### config.mk
export PLATFORM = sky130hd
export DESIGN_NAME = lcd_drive_seq
export DESIGN_NICKNAME = d
export VERILOG_FILES = /design/src/rtl/lcd_drive_seq.sv
export SDC_FILE = /design/constraint.sdc
export NUM_CORES = 1
export LEC_CHECK = 0
export BUFFER_PORTS_ARGS = -buffer_cell sky130_fd_sc_hd__buf_4
export CAP_MARGIN = 10
export CORE_MARGIN = 2
export CORE_UTILIZATION = 43
export DETAILED_ROUTE_END_ITERATION = 7
export PLACE_DENSITY_LB_ADDON = 0.2
export SYNTH_ARGS = -nofsm -noshare
export SYNTH_HDL_FRONTEND = slang
export SYNTH_SLANG_ARGS = --single-unit
### constraint.sdc
create_clock -name clk -period 3.5 [get_ports clk]
set_clock_uncertainty 0.15 [all_clocks]
set_input_delay 0.7 -clock clk [delete_from_list [all_inputs] [get_ports clk]]
set_output_delay 0.7 -clock clk [all_outputs]
set_load 0.02 [all_outputs]
### src/rtl/lcd_drive_seq.sv
module lcd_drive_seq #(
  parameter int SEGS    = 40,
  parameter int ACC_MOD = 32,
  parameter int BLINK_W = 12
) (
  input  logic              clk,
  input  logic              rst_n,
  input  logic              ref_tick,
  input  logic              disp_en,
  input  logic [1:0]        mux_sel,
  input  logic              half_bias,
  input  logic              frame_inv,
  input  logic [1:0]        frame_rate,
  input  logic [1:0]        blink_rate,
  input  logic [4*SEGS-1:0] pix,
  output logic [7:0]        com_lvl,
  output logic [2*SEGS-1:0] seg_lvl
);
  localparam int AW = $clog2(2*ACC_MOD);

  logic [2:0]         slot;
  logic [AW-1:0]      acc;
  logic [BLINK_W-1:0] blink;
  logic [1:0]         a_mux;
  logic               a_half, a_inv;

  logic [2:0]    nmux;
  logic [3:0]    nslots;
  logic [AW-1:0] sum;
  logic          wrap;
  int            step_i;

  always_comb
    case (a_mux)
      2'd0: nmux = 3'd4;
      2'd1: nmux = 3'd3;
      2'd2: nmux = 3'd2;
      default: nmux = 3'd1;
    endcase

  assign nslots = {nmux, 1'b0};
  assign step_i = (int'(frame_rate) + 1) * int'(nmux);
  assign sum    = acc + AW'(step_i);
  assign wrap   = ({1'b0, slot} == nslots - 4'd1);

  always_ff @(posedge clk or negedge rst_n)
    if (!rst_n) begin
      slot <= '0; acc <= '0; blink <= '0;
      a_mux <= '0; a_half <= 1'b0; a_inv <= 1'b0;
    end else if (!disp_en) begin
      slot <= '0; acc <= '0; blink <= '0;
      a_mux <= mux_sel; a_half <= half_bias; a_inv <= frame_inv;
    end else if (ref_tick) begin
      blink <= blink + 1'b1;
      if (sum >= AW'(ACC_MOD)) begin
        acc <= sum - AW'(ACC_MOD);
        if (wrap) begin
          slot <= '0;
          a_mux <= mux_sel; a_half <= half_bias; a_inv <= frame_inv;
        end else
          slot <= slot + 3'd1;
      end else
        acc <= sum;
    end

  logic [1:0]      sel;
  logic            neg, stat, hb, blank;
  logic [SEGS-1:0] row;

  always_comb
    if (a_inv) begin
      if (slot >= nmux) begin sel = 2'(slot - nmux); neg = 1'b1; end
      else              begin sel = 2'(slot);        neg = 1'b0; end
    end else begin
      sel = slot[2:1]; neg = slot[0];
    end

  always_comb
    case (blink_rate)
      2'd1: blank = blink[BLINK_W-1];
      2'd2: blank = blink[BLINK_W-2];
      2'd3: blank = blink[BLINK_W-3];
      default: blank = 1'b0;
    endcase

  assign stat = (a_mux == 2'd3);
  assign hb   = a_half && !stat;
  assign row  = pix[sel*SEGS +: SEGS];

  function automatic logic [1:0] flip(input logic [1:0] c, input logic n, input logic h);
    if (!n) return c;
    if (h && c == 2'd1) return c;
    return ~c;
  endfunction

  always_comb begin
    logic [1:0] l;
    com_lvl = '0;
    for (int p = 0; p < 4; p++) begin
      case (a_mux)
        2'd0: l = 2'(p);
        2'd1: l = (p == 3) ? 2'd1 : 2'(p);
        2'd2: l = 2'(p % 2);
        default: l = 2'd0;
      endcase
      if (disp_en) com_lvl[2*p +: 2] = flip((l == sel) ? 2'd3 : 2'd1, neg, hb);
    end
  end

  always_comb begin
    logic [1:0] c;
    seg_lvl = '0;
    for (int s = 0; s < SEGS; s++) begin
      if (row[s] && !blank) c = 2'd0;
      else c = stat ? 2'd3 : (hb ? 2'd1 : 2'd2);
      if (disp_en) seg_lvl[2*s +: 2] = flip(c, neg, hb);
    end
  end

  a_r1_dark: assert property (@(posedge clk) disable iff (!rst_n)
    !disp_en |-> (com_lvl == '0 && seg_lvl == '0))
    else $error("R1 outputs not dark while disabled");

  a_r6_slot_range: assert property (@(posedge clk) disable iff (!rst_n)
    ({1'b0, slot} < nslots))
    else $error("R6 slot beyond frame");

  a_r8_tie: assert property (@(posedge clk) disable iff (!rst_n)
    (disp_en && a_mux != 2'd0) |-> (com_lvl[7:6] == com_lvl[3:2]))
    else $error("R8 COM3 differs from COM1");

  a_r9_hold: assert property (@(posedge clk) disable iff (!rst_n)
    (disp_en && !ref_tick) |=> $stable(slot))
    else $error("R9 slot moved without tick");

  a_r11_frame_cfg: assert property (@(posedge clk) disable iff (!rst_n)
    (slot != 3'd0) |-> $stable({a_mux, a_half, a_inv}))
    else $error("R11 config changed mid-frame");
endmodule

==> metrics.txt, run 1 <==
# TYPE chip_impl_metric gauge
chip_impl_metric{name="hpwlAfterDp",unit="µm"} 16570
chip_impl_metric{name="flip_flop_and_latch_count_after_synthesis",unit=""} 25
chip_impl_metric{name="die_height",unit="µm"} 112.4
chip_impl_metric{name="syn_area",unit="µm²"} 5054
chip_impl_metric{name="grt_start_max_net_pins",unit=""} 32
chip_impl_metric{name="synth-edff-count",unit=""} 0
chip_impl_metric{name="gpl.final_weighted_congestion",unit=""} 0.9141
chip_impl_info{name="flow.first_error",value="[ERROR DPL-0038] Utilization greater than 100%, impossible to legalize"} 1
chip_impl_metric{name="portBuffers",unit=""} 259
chip_impl_info{name="synth_common_cells",value="mux2i_1 (128), nor2b_1 (49), nor2_1 (46), nor4_2 (40), o22ai_1 (40)"} 1
chip_impl_metric{name="numClockSinks",unit=""} 25
chip_impl_metric{name="clock_tree.buffer_depth",unit=""} 2
chip_impl_metric{name="die_width",unit="µm"} 112.4
chip_impl_info{name="synthMostInstantiatedCell",value="mux2i_1"} 1
chip_impl_info{name="outcome",value="did not finish"} 1
chip_impl_metric{name="syn-instance-count",unit=""} 581
chip_impl_info{name="synth-main-ff-cell",value="dfrtp_1"} 1
chip_impl_metric{name="ios",unit=""} 260
chip_impl_metric{name="holdBufCountCts",unit=""} 0
chip_impl_metric{name="synth_top_area_share",unit="%"} 25.35
chip_impl_info{name="worst-endpoint-pin-kind",value="primary output"} 1
chip_impl_info{name="worst_endpoint_after_global_route_timing_repair",value="seg_lvl[60]"} 1
chip_impl_metric{name="ys_async_sr_fraction",unit="%"} 100.0
chip_impl_info{name="failing_step",value="global routing (5_1_grt)"} 1
chip_impl_metric{name="ys.warnings.count",unit=""} 0
chip_impl_metric{name="cts-htree-levels",unit=""} 1
chip_impl_metric{name="number_of_distinct_library_cell_variants_in_the_gate_level_netlist_after_synthesis",unit=""} 50
chip_impl_metric{name="synth_seq_area_share",unit="%"} 12.38
chip_impl_info{name="synth_area_leader_cell",value="mux2i_1"} 1
chip_impl_info{name="clockRootBuffer",value="clkbuf_16"} 1
chip_impl_metric{name="row_count",unit=""} 39
chip_impl_metric{name="floorplan.initialDensity",unit="%"} 44.07
chip_impl_metric{name="clock_buffer_count_from_cts",unit=""} 3
chip_impl_metric{name="post_synth.cell_area_avg",unit="µm²"} 8.698
chip_impl_metric{name="mappedNetlistNets",unit=""} 775
chip_impl_info{name="yosys-top-cells-area",value="mux2i_1 (25%), dfrtp_1 (12%), nor4_2 (9.9%), o221a_2 (8.7%), nor2b_1 (6.1%)"} 1
chip_impl_metric{name="placement.setup.worst_slack",unit="ns"} -0.5422
## per-stage QoR
stage	TNS [ns]	cells	area, µm²	hold slack, ns
2_1_floorplan	-15.57	581	6629	0.2544
3_3_place_gp	-16.78	1069	9813	0.3633
3_5_place_dp	-23.93	1069	9813	0.3868
4_1_cts	-41.04	1089	10780	0.1892
## timing repair
item	CTS
setup buffers	11
endpoints found under the hold margin	0
pin swaps	8
gates cloned	5
resized for setup	118
setup endpoints to repair	95
## logic make-up after synthesis
group	synth area share [%]
buffers and inverters	6.883
adders and majority gates	6.190
and+or+nand+nor	25.65
DFF	12.38
muxes	26.47
AOI/OAI and AO/OA	18.45
xor gates and xnor gates	3.986
==> run 2, diff against run 1 <==
Settings changed: CORE_UTILIZATION 43 to 40, PLACE_DENSITY_LB_ADDON 0.2 to 0.15.
Clock period 3.5 ns to 4.55 ns, I/O delays scaled along.
==> run 2 against run 1 <==
The run now ends clean. Synthesized area unchanged. Synthesized cell count unchanged.
==> metrics.txt, run 2 <==
# TYPE chip_impl_metric gauge
chip_impl_info{name="outcome",value="finished clean"} 1
chip_impl_metric{name="max_slew.worst_pin.slew",unit="ns"} 0.7270
chip_impl_metric{name="yosys.area_share.simple",unit="%"} 25.65
chip_impl_metric{name="detail_route.wl_per_cell",unit="µm"} 18.99
chip_impl_metric{name="timing.reg2reg.setup_slack",unit="ns"} 0.52
chip_impl_info{name="worstReg2RegStart",value="a_mux[0]"} 1
chip_impl_info{name="synth_top_family_by_area",value="multiplexers"} 1
chip_impl_metric{name="crit_path_max_fanout",unit=""} 29
chip_impl_metric{name="antenna-diode-count",unit=""} 0
chip_impl_metric{name="portBuffers",unit=""} 259
chip_impl_metric{name="cts-htree-levels",unit=""} 1
chip_impl_info{name="cp_slowest_cell",value="a311o_1"} 1
chip_impl_metric{name="die_height",unit="µm"} 116.4
chip_impl_info{name="worst_setup_path_end_kind",value="output port"} 1
chip_impl_metric{name="syn_area",unit="µm²"} 5054
chip_impl_info{name="critical-path-top-cell-by-count",value="inv_1"} 1
chip_impl_metric{name="xor_xnor_share_of_the_synthesized_area",unit="%"} 3.986
chip_impl_info{name="synthMostInstantiatedCell",value="mux2i_1"} 1
chip_impl_metric{name="relative_slew_slack",unit="%"} 51.53
chip_impl_metric{name="synth-edff-count",unit=""} 0
chip_impl_metric{name="finalCoreUtilization",unit="%"} 59.29
chip_impl_metric{name="clock_buffer_count_from_cts",unit=""} 3
chip_impl_metric{name="drive_above_1_share",unit="%"} 48.71
chip_impl_metric{name="synth_seq_area_share",unit="%"} 12.38
chip_impl_metric{name="holdBufCountCts",unit=""} 0
chip_impl_metric{name="antenna_violations_before_repair",unit=""} 0
chip_impl_metric{name="gpl.final_weighted_congestion",unit=""} 0.8330
chip_impl_metric{name="numClockSinks",unit=""} 25
chip_impl_info{name="critical_path.reg2reg.endpoint",value="slot[2]"} 1
chip_impl_metric{name="via_count_of_the_first_global_routing_pass",unit=""} 5455
chip_impl_metric{name="fin_total_pwr",unit="µW"} 3118
chip_impl_metric{name="worstSkewPairLatency",unit="ns"} 0.26
chip_impl_metric{name="area_of_the_die",unit="µm²"} 13550
chip_impl_metric{name="detailedRoute.firstPassIterationCount",unit=""} 5
chip_impl_metric{name="ys_async_sr_fraction",unit="%"} 100.0
chip_impl_metric{name="post_synth.cell_area_avg",unit="µm²"} 8.698
chip_impl_metric{name="finalHoldViolations",unit=""} 0
chip_impl_metric{name="globalRouteOverflowTotal",unit=""} 0
chip_impl_metric{name="floorplan.initialDensity",unit="%"} 40.54
chip_impl_metric{name="adder_cell_area_share_of_the_yosys_netlist",unit="%"} 6.190
chip_impl_info{name="tritoncts",value="built"} 1
chip_impl_metric{name="flip_flop_count_of_the_largest_register_all_copies_and_words_added",unit=""} 12
chip_impl_metric{name="timing.critical_path.required",unit="ns"} 3.49
chip_impl_metric{name="flip_flop_and_latch_count_after_synthesis",unit=""} 25
chip_impl_info{name="final_common_cell",value="buf_4"} 1
chip_impl_metric{name="ant_nets",unit=""} 0
chip_impl_metric{name="remaining_drc_errors",unit=""} 0
chip_impl_metric{name="grt_use_total",unit="%"} 25.58
chip_impl_metric{name="detailroute.via_count",unit=""} 5637
chip_impl_metric{name="clkSlewWorstSetupHoldPaths",unit="ns"} 0.07
chip_impl_info{name="hold_path.class",value="in -> async"} 1
chip_impl_metric{name="grt_start_max_net_pins",unit=""} 41
chip_impl_metric{name="die_width",unit="µm"} 116.4
chip_impl_info{name="synth_area_leader_cell",value="mux2i_1"} 1
chip_impl_metric{name="synth_mux_area_share",unit="%"} 26.47
chip_impl_metric{name="whs",unit="ns"} 0.3853
chip_impl_metric{name="ios",unit=""} 260
chip_impl_metric{name="hpwlAfterDp",unit="µm"} 13730
chip_impl_metric{name="syn-instance-count",unit=""} 581
chip_impl_info{name="critical_path.cell_chain",value="inv_1, ha_4, inv_1, ha_1, nand2_1, o21a_4, a311o_1, a221o_1, buf_6, o22ai_1, mux2i_1, buf_4"} 1
chip_impl_metric{name="max_freq",unit="MHz"} 226.8
chip_impl_metric{name="synthToLayoutAreaGrowth",unit="%"} 46.25
chip_impl_info{name="top_register",value="blink"} 1
chip_impl_metric{name="synth_top_area_share",unit="%"} 25.35
chip_impl_metric{name="clock_tree.buffer_depth",unit=""} 2
chip_impl_metric{name="post_drt_via_cell_ratio",unit=""} 5.734
chip_impl_metric{name="final_setup_violating_endpoints",unit=""} 0
chip_impl_metric{name="first_pass_grt_wire_length",unit="µm"} 28000
chip_impl_metric{name="total_leakage_power",unit="µW"} 0.003734
chip_impl_info{name="cp-start-kind",value="flip-flop"} 1
chip_impl_metric{name="drt-total-wl",unit="µm"} 18670
chip_impl_metric{name="vdd.ir_drop.worst",unit="mV"} 0.3393
chip_impl_metric{name="number_of_distinct_library_cell_variants_in_the_gate_level_netlist_after_synthesis",unit=""} 50
chip_impl_metric{name="row_count",unit=""} 41
chip_impl_info{name="reg_top3",value="blink x12, acc x6, slot x3"} 1
chip_impl_metric{name="mappedNetlistNets",unit=""} 775
chip_impl_metric{name="cellPowerDensity",unit="nW/µm²"} 421.9
chip_impl_metric{name="synth-compound-area-share",unit="%"} 18.45
chip_impl_metric{name="totalNegativeSetupSlack",unit="ns"} 0
chip_impl_metric{name="reg2reg_depth",unit=""} 13
chip_impl_info{name="rsz0062_at_grt",value="false"} 1
chip_impl_info{name="critical-path-top-delay-family",value="compound AO/OA/AOI/OAI gates"} 1
chip_impl_info{name="synth-main-ff-cell",value="dfrtp_1"} 1
chip_impl_metric{name="core",unit="µm²"} 12470
chip_impl_metric{name="max_cap_viol_count",unit=""} 0
chip_impl_metric{name="finalCritPeriodShare",unit="%"} 96.91
chip_impl_info{name="critPathKind",value="reg -> out"} 1
chip_impl_metric{name="critPathArrivalTime",unit="ns"} 3.35
chip_impl_metric{name="ys.warnings.count",unit=""} 0
chip_impl_metric{name="timing_max_transition_violations_final",unit=""} 0
chip_impl_metric{name="minimum_period_implied_by_the_final_worst_setup_slack",unit="ns"} 4.409
chip_impl_metric{name="worst-path-buf-inv",unit=""} 4
chip_impl_info{name="clockRootBuffer",value="clkbuf_16"} 1
chip_impl_metric{name="num-nets-final",unit=""} 1006
chip_impl_info{name="synth_common_cells",value="mux2i_1 (128), nor2b_1 (49), nor2_1 (46), nor4_2 (40), o22ai_1 (40)"} 1
chip_impl_metric{name="timing.critical_path.slowest_cell_delay",unit="ns"} 0.41
chip_impl_info{name="layout_common_cells",value="buf_4 (276), mux2i_1 (115), nor2b_1 (48), nor2_1 (46)"} 1
chip_impl_info{name="yosys-top-cells-area",value="mux2i_1 (25%), dfrtp_1 (12%), nor4_2 (9.9%), o221a_2 (8.7%), nor2b_1 (6.1%)"} 1
chip_impl_metric{name="drt_iter0_markers",unit=""} 287
run 2: repair_timing:
item,in CTS,in global routing
setup endpoints to repair,7,80
setup buffers,0,2
cloned,1,1
gates resized for setup,2,16
pin swaps,0,2
run 2: layout make-up:
| type | count | area, µm² |
|---|---|---|
| tap | 172 | 215.2 |
| fill | 1084 | 5075 |
| clock inverter | 1 | 8.758 |
| timing repair buffer | 283 | 2216 |
| sequential | 25 | 625.6 |
| inverter | 18 | 67.56 |
| clock buffer | 3 | 75.07 |
| multi-input combinational | 481 | 4183 |
run 2: logic make-up (layout without fill, tap and decap cells):
group                    count (synthesis)  count (layout)
AO/OA/AOI/OAI                          111             111
XOR/XNOR                                23              23
adder cells (fa/ha/maj)                 22              22
buffers and inverters                   75             305
flip-flops                              25              25
multiplexers                           133             133
AND/OR/NAND/NOR                        192             192
run 2: through the flow:
step           area [µm²]  setup WS, ns  cells
6_report             7391        0.1407    983
3_5_place_dp         7156       0.07403    975
5_1_grt              7391      0.004565    983
2_1_floorplan        5054        0.4221    581
4_1_cts              7278     0.0001350    980
3_3_place_gp         7156        0.1665    975
run 2: power by group:
| group | leakage [µW] | switching (µW) | internal (µW) |
|---|---|---|---|
| sequential | 0.000336 | 21.1 | 242 |
| clock | 0.0000415 | 81.4 | 121 |
| combinational | 0.00336 | 1470 | 1180 |
run 2: layer usage:
metal	track usage (%)	vias to the layer above	share of wire (%)	wire (µm)
met2	46.09	218	51	9434
li1	-	2642	-	-
met3	2.595	36	6.2	1149
met5	0	-	0	0
met4	8.492	0	2.7	513
met1	31.87	2741	41	7574
run 2: worst max path at each step:
| stage | from | to | slack [ns] | depth (start not counted) |
|---|---|---|---|---|
| global route | a_mux[1] | seg_lvl[58] | 0.005 | 12 |
| detailed placement | frame_rate[0] | a_mux[1] | 0.07 | 13 |
| global placement | frame_rate[0] | a_half | 0.17 | 13 |
| finish | a_mux[1] | seg_lvl[45] | 0.14 | 12 |
| CTS | a_mux[1] | seg_lvl[45] | 0.0001 | 12 |
| floorplan | frame_rate[0] | a_half | 0.42 | 12 |
run 2: worst register-to-register path, stage by stage (launching register included):
cell	delay, ns
dfrtp_1	0.38
buf_4	0.16
ha_1	0.28
o21ai_0	0.23
fa_1	0.46
inv_1	0.09
fa_1	0.47
fa_1	0.48
a21o_1	0.17
a21oi_1	0.16
xnor2_1	0.15
nand2_1	0.17
a2111oi_0	0.50
a21o_1	0.13
No activity file was read; power rests on OpenSTA's default activity.
==> run 3, diff against run 2 <==
Settings changed: CORE_UTILIZATION 40 to 29.
==> run 3 against run 2 <==
Critical endpoint is now seg_lvl[20]. Non-clock buffer count is 4 higher. Cell area is 7.5% higher. Clock power is 2% lower. Sequential share of layout area is 0.58 points lower. Global-route usage is 5.9 points lower.
==> metrics.txt, run 3 (same netlist as run 2, synthesis figures left out) <==
# TYPE chip_impl_metric gauge
chip_impl_info{name="critical_path.cell_chain",value="inv_1, ha_1, inv_1, ha_1, nand2_1, o21a_4, o221ai_4, buf_4, buf_6, mux2i_1, nor2b_1, nor4_2, buf_4"} 1
chip_impl_metric{name="finalCoreUtilization",unit="%"} 46.27
chip_impl_metric{name="placement.setup.worst_slack",unit="ns"} 0.07676
chip_impl_info{name="outcome",value="finished clean"} 1
chip_impl_metric{name="grt_use_total",unit="%"} 19.64
chip_impl_info{name="top_register",value="blink"} 1
chip_impl_metric{name="max_freq",unit="MHz"} 227.6
chip_impl_metric{name="timing.critical_path.slowest_cell_delay",unit="ns"} 0.41
chip_impl_metric{name="drt_iter0_markers",unit=""} 313
chip_impl_metric{name="final_setup_violating_endpoints",unit=""} 0
chip_impl_info{name="tritoncts",value="built"} 1
chip_impl_info{name="critPathKind",value="reg -> out"} 1
chip_impl_info{name="clockRootBuffer",value="clkbuf_16"} 1
chip_impl_metric{name="die_height",unit="µm"} 136.0
chip_impl_info{name="timing.critical_path.from",value="a_mux[0]"} 1
chip_impl_metric{name="p_comb_share",unit="%"} 86.2
chip_impl_metric{name="switchingPower",unit="µW"} 1677
chip_impl_metric{name="area_of_the_die",unit="µm²"} 18500
chip_impl_metric{name="clock_buffer_count_from_cts",unit=""} 3
chip_impl_metric{name="cellPowerDensity",unit="nW/µm²"} 422.6
chip_impl_metric{name="design_area",unit="µm²"} 7948
chip_impl_metric{name="num-nets-final",unit=""} 1010
chip_impl_metric{name="antenna-diode-count",unit=""} 0
chip_impl_metric{name="max_slew.worst_pin.slew",unit="ns"} 0.7701
chip_impl_metric{name="numClockSinks",unit=""} 25
chip_impl_info{name="worst_hold_startpoint",value="acc[3]"} 1
chip_impl_metric{name="power.share.switching",unit="%"} 49.92
chip_impl_metric{name="clkSlewWorstSetupHoldPaths",unit="ns"} 0.06
chip_impl_metric{name="globalRouteOverflowTotal",unit=""} 0
chip_impl_metric{name="seqPwrFrac",unit="%"} 7.9
chip_impl_info{name="worst_setup_path_end_kind",value="output port"} 1
chip_impl_metric{name="drive_above_1_share",unit="%"} 54.85
chip_impl_metric{name="grt_start_max_net_pins",unit=""} 41
chip_impl_metric{name="cts-htree-levels",unit=""} 1
chip_impl_metric{name="timing.critical_path.required",unit="ns"} 3.49
chip_impl_metric{name="detailedRoute.firstPassIterationCount",unit=""} 5
chip_impl_metric{name="crit_path_max_fanout",unit=""} 10
chip_impl_metric{name="drt-total-wl",unit="µm"} 20270
chip_impl_metric{name="whs",unit="ns"} 0.3814
chip_impl_metric{name="detail_route.wl_per_cell",unit="µm"} 19.49
chip_impl_metric{name="internal_power",unit="µW"} 1682
chip_impl_metric{name="flip_flop_count_of_the_largest_register_all_copies_and_words_added",unit=""} 12
chip_impl_metric{name="ios",unit=""} 260
chip_impl_info{name="cp-start-kind",value="flip-flop"} 1
chip_impl_metric{name="via_count_of_the_first_global_routing_pass",unit=""} 5466
chip_impl_metric{name="post_drt_via_cell_ratio",unit=""} 5.445
chip_impl_metric{name="finalCritPeriodShare",unit="%"} 96.57
chip_impl_info{name="cp_slowest_cell",value="dfrtp_2"} 1
chip_impl_metric{name="timing.final.ws_setup",unit="ns"} 0.1562
chip_impl_metric{name="remaining_drc_errors",unit=""} 0
chip_impl_metric{name="minimum_period_implied_by_the_final_worst_setup_slack",unit="ns"} 4.394
chip_impl_info{name="reg_top3",value="blink x12, acc x6, slot x3"} 1
chip_impl_metric{name="relative_slew_slack",unit="%"} 48.66
chip_impl_metric{name="core",unit="µm²"} 17180
chip_impl_metric{name="vdd.ir_drop.worst",unit="mV"} 0.1917
chip_impl_info{name="hold_path.class",value="reg -> reg"} 1
chip_impl_metric{name="hpwlAfterDp",unit="µm"} 15000
chip_impl_metric{name="total_leakage_power",unit="µW"} 0.003688
chip_impl_metric{name="floorplan.initialDensity",unit="%"} 29.42
chip_impl_metric{name="clock_tree.buffer_depth",unit=""} 2
chip_impl_metric{name="portBuffers",unit=""} 259
chip_impl_metric{name="holdBufCountCts",unit=""} 0
chip_impl_metric{name="timing_max_transition_violations_final",unit=""} 0
chip_impl_metric{name="max_cap_viol_count",unit=""} 0
chip_impl_metric{name="fin_total_pwr",unit="µW"} 3359
chip_impl_metric{name="placed_inst_area",unit="µm²"} 7243
chip_impl_info{name="worstReg2RegStart",value="a_mux[0]"} 1
chip_impl_metric{name="clkPwrFrac",unit="%"} 5.9
chip_impl_metric{name="antenna_violations_before_repair",unit=""} 1
chip_impl_metric{name="finalHoldViolations",unit=""} 0
chip_impl_metric{name="critPathArrivalTime",unit="ns"} 3.33
chip_impl_metric{name="detailroute.via_count",unit=""} 5663
chip_impl_metric{name="row_count",unit=""} 48
chip_impl_info{name="final_common_cell",value="buf_4"} 1
chip_impl_info{name="rsz0062_at_grt",value="true"} 1
chip_impl_info{name="layout_common_cells",value="buf_4 (274), mux2i_1 (77), nor2b_1 (48), nor2_1 (46), o221a_2 (39)"} 1
chip_impl_metric{name="filler_cell_count",unit=""} 1647
chip_impl_metric{name="first_pass_grt_wire_length",unit="µm"} 29360
chip_impl_metric{name="ant_nets",unit=""} 0
chip_impl_metric{name="gpl.final_weighted_congestion",unit=""} 0.7992
chip_impl_metric{name="synthToLayoutAreaGrowth",unit="%"} 57.27
chip_impl_metric{name="die_width",unit="µm"} 136.0
chip_impl_metric{name="worstSkewPairLatency",unit="ns"} 0.26
-- run 3: cell types whose count changed in the layout (fill, tap and decap cells not counted), moves of 2 or more --
cell	previous run	this run
o22ai_1	40	31
buf_8	0	2
mux2i_4	0	26
o22ai_2	0	9
nor4_2	40	37
nor4_4	0	3
buf_6	1	6
mux2i_1	115	77
buf_4	276	274
mux2i_2	13	25
-- run 3: final cells by class --
type                    count  area, µm²  share of cell area [%]
flip-flops and latches     25      626.9                   7.887
clock inverters             1      7.507                 0.09446
multi-input cells         481       4629                   58.25
inverters                  18      67.56                  0.8501
repair buffers            287       2260                   28.43
clock buffers               3      75.07                  0.9446
well taps                 225      281.5                   3.542
-- run 3: timing repair --
item,4_1_cts,5_1_grt
resized for setup,3,99
setup endpoints to repair,45,80
pin swaps,1,1
setup buffers,2,3
gates cloned,0,1
-- run 3: layer usage --
layer  wire (µm)  share of wire (%)  up-vias  global-route usage, %
li1            -                  -     2647                      -
met1        8087                 40     2759                  24.44
met2       10330                 51      218                  35.37
met3        1312                6.5       37                  2.871
met4         524                2.6        2                  4.861
met5          13              0.064        -                      0
-- run 3: power groups by stage --
stage	Combinational [µW]	Sequential, µW	Clock [µW]
CTS	2620	266	203
finish	2890	266	199
floorplan	1700	260	0
global placement	2550	268	0
detailed placement	2590	270	0
global route	3060	269	215
-- run 3: worst paths after layout --
kind                            slack (ns)  cells past startpoint     endpoint
worst max-delay path                  0.16                     13  seg_lvl[20]
worst min-delay path                  0.38                      1       acc[3]
worst max register to register        0.58                     12        a_inv
worst min register to register        0.38                      1       acc[3]
max in group asynchronous             3.60                      1     a_mux[0]
min in group asynchronous             0.39                      1     a_mux[1]
-- run 3: metrics by stage --
step	TNS, ns	std cells
floorplan	0	581
global placement	0	1030
detailed placement	0	1030
CTS	0	1036
global route	-0.1937	1040
finish	0	1040
-- run 3: worst max-delay path, delay by kind of cell, from the launching register on --
kind	cells	cell delay (ns)
buf+inv	5	0.78
compound gates	2	0.44
mux	1	0.35
simple gates	3	0.43
flops	1	0.41
fa+ha+maj	2	0.65
